## src/rtl/freq_dev_detector.sv

```systemverilog
module freq_dev_detector #(
  parameter int CW   = 11,
  parameter int SYNC = 2
) (
  input  logic          clk,
  input  logic          rst,
  input  logic          sense_in,
  input  logic [CW-1:0] win_len,
  input  logic [CW-1:0] exp_cnt,
  input  logic [CW-1:0] tol,
  output logic          metal,
  output logic [CW-1:0] meas_cnt,
  output logic          done
);
  localparam logic [CW:0]   MIN_WIN = (CW+1)'(2);
  localparam logic [CW:0]   ONE_W   = (CW+1)'(1);
  localparam logic [CW-1:0] ONE     = CW'(1);

  logic [SYNC:0]   sh;
  logic            rise;
  logic            clr;
  logic [CW-1:0]   ref_cnt;
  logic [CW-1:0]   edge_cnt;
  logic [CW-1:0]   edge_nxt;
  logic [CW-1:0]   dev;
  logic [CW:0]     win_eff;
  logic            end_win;

  always_ff @(posedge clk) begin
    if (rst) sh <= '0;
    else     sh <= {sh[SYNC-1:0], sense_in};
  end

  assign rise     = sh[SYNC-1] & ~sh[SYNC];
  assign edge_nxt = edge_cnt + {{(CW-1){1'b0}}, rise};
  assign win_eff  = ({1'b0, win_len} < MIN_WIN) ? MIN_WIN : {1'b0, win_len};
  assign end_win  = !clr && (({1'b0, ref_cnt} + ONE_W) >= win_eff);
  assign dev      = (edge_nxt >= exp_cnt) ? (edge_nxt - exp_cnt) : (exp_cnt - edge_nxt);

  always_ff @(posedge clk) begin
    if (rst) begin
      clr      <= 1'b1;
      ref_cnt  <= '0;
      edge_cnt <= '0;
      meas_cnt <= '0;
      metal    <= 1'b0;
      done     <= 1'b0;
    end else begin
      done <= end_win;
      if (clr) begin
        clr      <= 1'b0;
        ref_cnt  <= ONE;
        edge_cnt <= {{(CW-1){1'b0}}, rise};
      end else if (end_win) begin
        clr      <= 1'b1;
        ref_cnt  <= ref_cnt + ONE;
        meas_cnt <= edge_nxt;
        metal    <= (dev > tol);
      end else begin
        ref_cnt  <= ref_cnt + ONE;
        edge_cnt <= edge_nxt;
      end
    end
  end
endmodule

```

## config.mk

```make
export PLATFORM = sky130hd
export DESIGN_NAME = freq_dev_detector
export DESIGN_NICKNAME = d
export VERILOG_FILES = /design/src/rtl/freq_dev_detector.sv
export SDC_FILE = /design/constraint.sdc
export NUM_CORES = 1
export LEC_CHECK = 0
export BUFFER_PORTS_ARGS = -buffer_cell sky130_fd_sc_hd__buf_2
export CORE_MARGIN = 5
export CORE_UTILIZATION = 45
export CTS_BUF_LIST = sky130_fd_sc_hd__clkbuf_8
export DETAILED_ROUTE_END_ITERATION = 6
export HOLD_SLACK_MARGIN = 0.05
export PLACE_DENSITY = 0.76
export SLEW_MARGIN = 20
export SYNTH_ARGS = -nofsm -noshare
export SYNTH_HDL_FRONTEND = slang
export SYNTH_SLANG_ARGS = --single-unit
```

## constraint.sdc

```tcl
create_clock -name clk -period 6.2 [get_ports clk]
set_clock_uncertainty 0.05 [all_clocks]
set_input_delay 0.93 -clock clk [delete_from_list [all_inputs] [get_ports clk]]
set_output_delay 0.93 -clock clk [all_outputs]
set_load 0.005 [all_outputs]
```

# Word level (Yosys, flattened, before mapping)
# Cells that the tools add are included.
word_totals:
  ff_bits: 39
  latchBits: 0
  ramBits: 0
  rom_bits: 0
  inputBits: 36
  word_cells: 33
  memories: 0
op_classes:
  n_addsub: 5
  multipliers: 0
  n_div: 0
  magnitude_cmp: 4
  eq_ne: 1
  shift: 0
  mux: 7
  bitwise: 3
  reduce_logical: 4
ops:
  columns: ["cell", "n"]
  rows:
  - ["$mux 11", 2]
  - ["$sub 11x11->11", 2]
  - ["$add 11x1->12 const B", 1]
  - ["$ge 12x11->1", 1]
  - ["$add 11x1->11", 1]
  - ["$add 11x1->11 const B", 1]
  - ["$ge 11x11->1", 1]
  - ["$gt 11x11->1", 1]
  - ["$lt 11x2->1 const B", 1]
  - ["$mux 1", 5]
  - ["$ne 2x2->1 const B", 1]
  - ["$not 1->1", 2]
  - ["$reduce_and 2->1", 1]
  - ["$reduce_or 2->1", 1]
  - ["$and 1x1->1", 1]
  - ["$logic_and 1x1->1", 1]
  - ["$logic_not 1->1", 1]

# Logic depth before layout (Yosys ltp)
# Gate-level depths: netlist of the first run.
depth:
  ltp_word: 6
  ltp_mapped: 20
  mapped_depth_nobuf: 20

# Worst setup path after synthesis of the first run
# Ideal clock, no wire load.
synth_timing:
  path_kind: "register to register"
  startpoint: "reg sh[1]"
  endpoint: "reg metal"
  t_arrival_ps: 4012
  t_required_ps: 6017
  setup_slack_ps: 2006
  path_stages_with_launch: 20
  period_less_slack_ps: 4194
  cell_sequence: "dfxtp_1 nor2b_1 ha_1 nand4_1 nor3_1 and3_1 xor2_1 ha_1 and4_1 a31oi_1 a21boi_4 o21ai_4 mux2i_1 xnor2_1 ha_1 a21o_1 a221o_1 o21bai_1 a211o_1 a21oi_1"
synth_via:
  elab_chain_cells: 5
  elab_cells_between_ends: 7
  classes_between: "3 x add/sub; 2 x order compare; 1 x mux; 1 x bitwise"
synth_rtl:
  columns: ["item", "line", "rtl"]
  rows:
  - ["from (decl)", "19", "logic [SYNC:0] sh;"]
  - ["from (signal assigned)", "31", "else sh <= {sh[SYNC-1:0], sense_in};"]
  - ["$and 1x1->1 (*)", "34", "assign rise = sh[SYNC-1] & ~sh[SYNC];"]
  - ["$add 11x1->11 (*)", "35", "assign edge_nxt = edge_cnt + {{(CW-1){1'b0}}, rise};"]
  - ["via edge_nxt[10]", "24", "logic [CW-1:0] edge_nxt;"]
  - ["$sub 11x11->11 / $ge 11x11->1 (equally long branches)", "38", "assign dev = (edge_nxt >= exp_cnt) ? (edge_nxt - exp_cnt) : (exp_cnt - edge_nxt);"]
  - ["$mux 11 (*)", "38", null]
  - ["$gt 11x11->1 (*)", "58", "metal <= (dev > tol);"]
  - ["to (signal assigned)", "58", null]
  - ["to (decl)", "11", "output logic metal,"]
# Mark *: on every way through the listed nets, which the timed path passes. The rest lies on a longest branch.
# A chain may end at the register's enable or synchronous reset.

# Worst setup path after layout of the first run
# Same ends and word-level chain as after synthesis.

==> flow_metrics.py, run 1 <==
metrics = {
    "run_status": {
        "status": "completed",
    },
    "setup_path": {
        "crit_type": "flip-flop to flip-flop",
        "crit_fanout": 9,
        "cp-end-kind": "flip-flop",
        "arrival_ns": 4.92,
        "required_ns": 6.39,
        "cp-start-kind": "flip-flop",
    },
    "clocking": {
        "clock-sinks": 39,
        "clk_path_buf_depth": 2,
        "clk_pin_slew_ns": 0.08,
        "htreeDepth": 2,
        "clock_latency_ns": 0.30,
        "clockRootBuffer": "clkbuf_8",
        "cts_tree": "yes",
        "hold_buffers": 0,
        "cts_resized": 0,
        "cts_setup_buffers": 0,
        "numCtsBuffers": 5,
    },
    "yosys": {
        "synth_top_area_frac": 0.233,
        "synth.area.top_cells": "dfxtp_1 (23%), ha_1 (18%), inv_1 (5.2%)",
        "async_flop_share": 0,
        "synth_edf_count": 0,
        "syn_area_per_cell_um2": 8.18,
        "ys.flop_type": "dfxtp_1",
        "seq_area_frac_synth": 0.233,
        "synth_seq_cells": 39,
        "syn-cell-area_um2": 3350,
        "yosysWarnings": 0,
        "yosys.area.top_type": "dfxtp_1",
        "synth_cells": 409,
        "syn_nets": 494,
        "synth_cell_types": 54,
    },
    "min_path": {
        "hp-class": "flip-flop to flip-flop",
    },
    "power_and_ir_drop": {
        "clockPowerShare": 0.325,
        "intPower_w": 0.000379,
        "vdd_drop_max_mv": 0.0883,
        "seqPwrFrac": 0.473,
        "combPwrFrac": 0.202,
        "leakage_nw": 1.85,
        "power_density_nw_per_um2": 144,
        "switching_power_w": 0.000160,
        "swShare": 0.298,
    },
    "timing": {
        "finalHoldViolCount": 0,
        "worst_hold_slack_ns": 0.403,
        "fin_setup_tns_ns": 0,
        "drv_slew": 0,
        "rsz0062_at_grt": "false",
        "timing.final.crit_share": 0.763,
        "slew_headroom": 0.376,
        "period_minus_slack_ns": 4.73,
        "tightestPinTransition_ns": 0.933,
        "setup_viol": 0,
        "max_freq_mhz": 211,
    },
    "placement": {
        "port_buffers": 48,
        "place.gp.congestion": 0.941,
        "dp_hpwl_um": 6360,
    },
    "global_routing": {
        "first_global_vias": 2976,
        "grt_usage": 0.183,
        "antenna_found_initial": 0,
        "grt_pass1_wl_um": 13500,
        "gr-total-overflow": 0,
        "grt_max_degree": 22,
    },
    "final_layout": {
        "area_growth_pct": 11.8,
        "drive_gt1_frac": 0.143,
        "antenna-diode-count": 0,
        "final_nets": 537,
    },
    "floorplan": {
        "rows": 31,
        "fp.coreArea_um2": 7250,
        "initial_core_util": 0.461,
        "io_pins": 49,
        "fp.dieH_um": 96.2,
        "die-area_um2": 9260,
        "die_x_um": 96.2,
    },
    "routing": {
        "drc_errors": 0,
        "dr_total_vias": 3017,
        "first_pass_iters": 4,
        "vias_per_cell": 5.47,
        "wl_um": 7960,
        "final_antenna_net_count": 0,
        "drtIter0Drc": 212,
        "wl_per_cell_um": 14.4,
    },
    "flow_run": {
        "max_cap_violations": 0,
    },
}
power groups by stage:
stage / registers [W] / clock network, W / logic [W]
after global placement: 0.000261 / 0 / 0.000106
after detailed placement: 0.000261 / 0 / 0.000108
after floorplan: 0.000260 / 0 / 0.0000747
final: 0.000255 / 0.000175 / 0.000109
after CTS: 0.000255 / 0.000181 / 0.000110
after global routing: 0.000256 / 0.000193 / 0.000124
synth_stat cells (4+ instances only):
cell,instances
xor2_1,13
o21ai_0,11
mux2i_1,9
dfxtp_1,39
clkbuf_1,6
ha_1,47
nor2b_1,8
o21bai_1,4
a21o_1,17
nor2_1,28
xnor2_1,18
nand4_1,6
nand2_1,26
a31oi_1,4
and2_1,14
a21oi_1,25
nor3_1,12
and3_1,8
buf_2,5
inv_1,46
nand3_1,10
per-stage QoR:
stage	worst slack [ns]	total power (W)	instance area, um^2	utilization	cells
global route	1.02	0.000572	3740	0.516	552
floorplan	2.01	0.000335	3350	-	409
CTS	1.49	0.000546	3740	0.516	552
global placement	1.67	0.000367	3650	0.504	544
detailed placement	1.52	0.000370	3650	0.504	544
finish	1.47	0.000539	3740	0.516	552
final cells by class:
class,instances,area (um^2)
sequential,39,781
clock buffer,5,68.8
timing repair buffer,48,240
clock inverter,3,20.0
fill,718,3510
inverter,47,176
multi-input combinational,311,2330
tap,99,124
worst max-delay path: stages (launching register included):
cell and delay (ns):
dfxtp_1 0.32, nor2b_1 0.21, ha_1 0.23, nand4_1 0.24
nor3_1 0.34, and3_1 0.26, xor2_1 0.24, ha_1 0.36
and4_1 0.25, a31oi_1 0.20, a21boi_4 0.29, o21ai_4 0.17
o32ai_1 0.19, xnor2_1 0.12, ha_1 0.31, and3_1 0.18
nand3_1 0.10, a21oi_1 0.13, o21bai_1 0.09, a211o_1 0.28
a21oi_1 0.11
placed cells by master (no fill, tap or decap), types with 10 or more instances in the layout:
master	synthesis	layout
a21o_1	17	17
o21ai_0	11	11
xnor2_1	18	18
and2_1	14	14
nand3_1	10	10
xor2_1	13	13
nor3_1	12	12
inv_1	46	46
a21oi_1	25	25
dfxtp_1	39	39
ha_1	47	47
nor2_1	28	28
buf_2	5	48
nand2_1	26	26
final timing paths:
check / start / to / slack [ns] / cells past startpoint
hold / removal: sh[0] / sh[1] / 0.40 / 1
hold reg to reg: sh[0] / sh[1] / 0.40 / 1
setup reg to reg: sh[1] / metal / 1.47 / 20
setup / recovery: sh[1] / metal / 1.47 / 20
layer usage:
metal	GRT usage	wire length, um
met4	0.0640	146
met5	0	0
met3	0.0250	372
met1	0.229	3600
met2	0.319	3840
sequential cells by signal, summed over array words and instances, names as in the netlist:
name,count
done,1
metal,1
sh,3
ref_cnt,11
edge_cnt,11
meas_cnt,11
clr,1
cell families after synthesis:
family	Yosys count	synth area share
and+or+nand+nor	132	0.205
adders and majority gates	49	0.188
muxes	9	0.0269
DFF	39	0.233
buffers and inverters	59	0.0703
AOI/OAI and AO/OA	90	0.196
xor gates and xnor gates	31	0.0811
(Power assumes the default switching activity.)
==> inputs of run 2 (changes only) <==
Clock period 6.2 ns to 4.5 ns, I/O delays scaled along.
==> flow_metrics.py, run 2 (synthesis results as in run 1) <==
metrics = {
    "setup_path": {
        "reg2reg_from": "sh[1]",
        "reg2reg_setup_slack_ns": 0.14,
        "cp-start-kind": "flip-flop",
        "max_stage_delay_ns": 0.33,
        "crit_fanout": 8,
        "arrival_ns": 4.53,
        "r2r-end": "metal",
        "r2r_cells": 20,
        "path_depth": 20,
        "critPathLaunch": "sh[1]",
        "crit_top_cell": "a21oi_1",
        "crit_end": "metal",
        "crit_chain": "nor2b_2 > ha_2 > nand4_1 > nor3_2 > buf_4 > xor2_1 > ha_4 > and4_1 > a31oi_2 > a21boi_4 > o21ai_4 > mux2i_1 > xnor2_1 > ha_1 > and3_1 > nand3_1 > a21oi_1 > o21bai_1 > a211o_1 > a21oi_1",
        "cp-end-kind": "flip-flop",
        "critPathTopFamily": "compound AO/OA/AOI/OAI gates",
        "crit_type": "flip-flop to flip-flop",
        "cp.buffers_inverters": 1,
        "required_ns": 4.67,
        "slowest_stage": "dfxtp_1",
    },
    "floorplan": {
        "rows": 31,
        "fp.coreArea_um2": 7250,
        "io_pins": 49,
        "die-area_um2": 9260,
        "fp.dieH_um": 96.2,
        "die_x_um": 96.2,
        "initial_core_util": 0.461,
    },
    "clocking": {
        "clk_path_buf_depth": 2,
        "cts_tree": "yes",
        "clk_pin_slew_ns": 0.08,
        "clock_latency_ns": 0.28,
        "htreeDepth": 2,
        "numCtsBuffers": 5,
        "clockRootBuffer": "clkbuf_8",
        "clock-sinks": 39,
    },
    "final_layout": {
        "final_nets": 553,
        "layout_common_cells": "buf_2 (48), inv_1 (47), ha_1 (42), dfxtp_1 (39), nor2_1 (28)",
        "area_growth_pct": 20.0,
        "stdcell_count": 568,
        "final_area_um2": 4020,
        "drive_gt1_frac": 0.211,
        "reg_top3": "edge_cnt x11, meas_cnt x11, ref_cnt x11",
        "layout_commonest_cell": "buf_2",
        "antenna-diode-count": 0,
    },
    "timing": {
        "slew_headroom": 0.342,
        "fin_setup_tns_ns": 0,
        "setup_viol": 0,
        "finalHoldViolCount": 0,
        "drv_slew": 0,
        "timing.final.crit_share": 0.969,
        "period_minus_slack_ns": 4.36,
        "max_freq_mhz": 229,
        "tightestPinTransition_ns": 0.983,
    },
    "routing": {
        "first_pass_iters": 4,
        "vias_per_cell": 5.36,
        "dr_total_vias": 3044,
        "wl_per_cell_um": 14.4,
        "wl_um": 8170,
        "drc_errors": 0,
        "drtIter0Drc": 144,
        "final_antenna_net_count": 0,
    },
    "global_routing": {
        "grt_max_degree": 22,
        "grt.met2_usage": 0.321,
        "gr-total-overflow": 0,
        "busiest_layer": "met2",
        "grt_usage": 0.180,
        "first_global_vias": 3047,
        "antenna_found_initial": 0,
        "grt_pass1_wl_um": 13500,
        "grt_util_met3": 0.0211,
        "grtUsageMet1": 0.228,
    },
    "placement": {
        "dp_hpwl_um": 6610,
        "port_buffers": 48,
        "place.gp.congestion": 0.954,
        "placed_area_um2": 3740,
        "post-place-cells": 556,
    },
    "power_and_ir_drop": {
        "power_density_nw_per_um2": 188,
        "vdd_drop_max_mv": 0.204,
        "leakage_nw": 1.98,
    },
    "min_path": {
        "hp-class": "flip-flop to flip-flop",
    },
    "run_status": {
        "status": "completed",
    },
    "flow_run": {
        "max_cap_violations": 0,
    },
}
## run 2: cell count changes in the layout (fill, tap and decap cells not counted), moves of 2 or more
cell / before / now
and3_4: 0 / 2
xor2_2: 0 / 3
ha_4: 0 / 2
ha_1: 47 / 42
and3_1: 8 / 6
or2_4: 0 / 2
buf_4: 0 / 15
xnor2_2: 0 / 2
xnor2_1: 18 / 15
clkinvlp_4: 2 / 0
ha_2: 0 / 3
xor2_1: 13 / 10
## run 2: repair_timing
action	CTS	global route
endpoints found under the setup margin	0	1
setup buffers	0	4
hold buffers	0	0
resized for setup	0	25
## run 2: layout make-up
type,instances,area [um^2]
Fill cell,678,3240
Multi-Input combinational cell,311,2470
Sequential cell,39,781
Timing Repair Buffer,64,373
Inverter,47,176
Tap cell,99,124
Clock buffer,6,82.6
Clock inverter,2,12.5
## run 2: worst min path at each step
stage	cells after the start	to	start	slack, ns
after floorplan	1	sh[1]	sh[0]	0.36
after global placement	1	sh[1]	sh[0]	0.38
after detailed placement	1	sh[1]	sh[0]	0.38
after CTS	1	sh[1]	sh[0]	0.40
after global routing	2	meas_cnt[0]	meas_cnt[0]	0.43
final	1	sh[1]	sh[0]	0.40
## run 2: per-layer routing
| metal | part of all wire | up-vias |
|---|---|---|
| met3 | 0.042 | 15 |
| li1 | - | 1540 |
| met1 | 0.45 | 1408 |
| met2 | 0.49 | 81 |
| met4 | 0.019 | 0 |
| met5 | 0 | - |
## run 2: power by group
group          switching, W  total, W  internal (W)  leakage, nW
sequential       0.00000337  0.000352      0.000348        0.316
combinational     0.0000871  0.000157     0.0000701         1.61
clock              0.000122  0.000245      0.000123       0.0526
total              0.000212  0.000754      0.000542         1.98
## run 2: per-stage QoR
stage          hold slack [ns]  total power, W  worst slack [ns]   util
2_1_floorplan            0.364        0.000462             0.306      -
3_3_place_gp             0.379        0.000507             0.173  0.516
3_5_place_dp             0.383        0.000513            0.0478  0.516
4_1_cts                  0.402        0.000759           0.00989  0.529
5_1_grt                  0.427        0.000792            -0.172  0.554
6_report                 0.400        0.000754             0.140  0.554
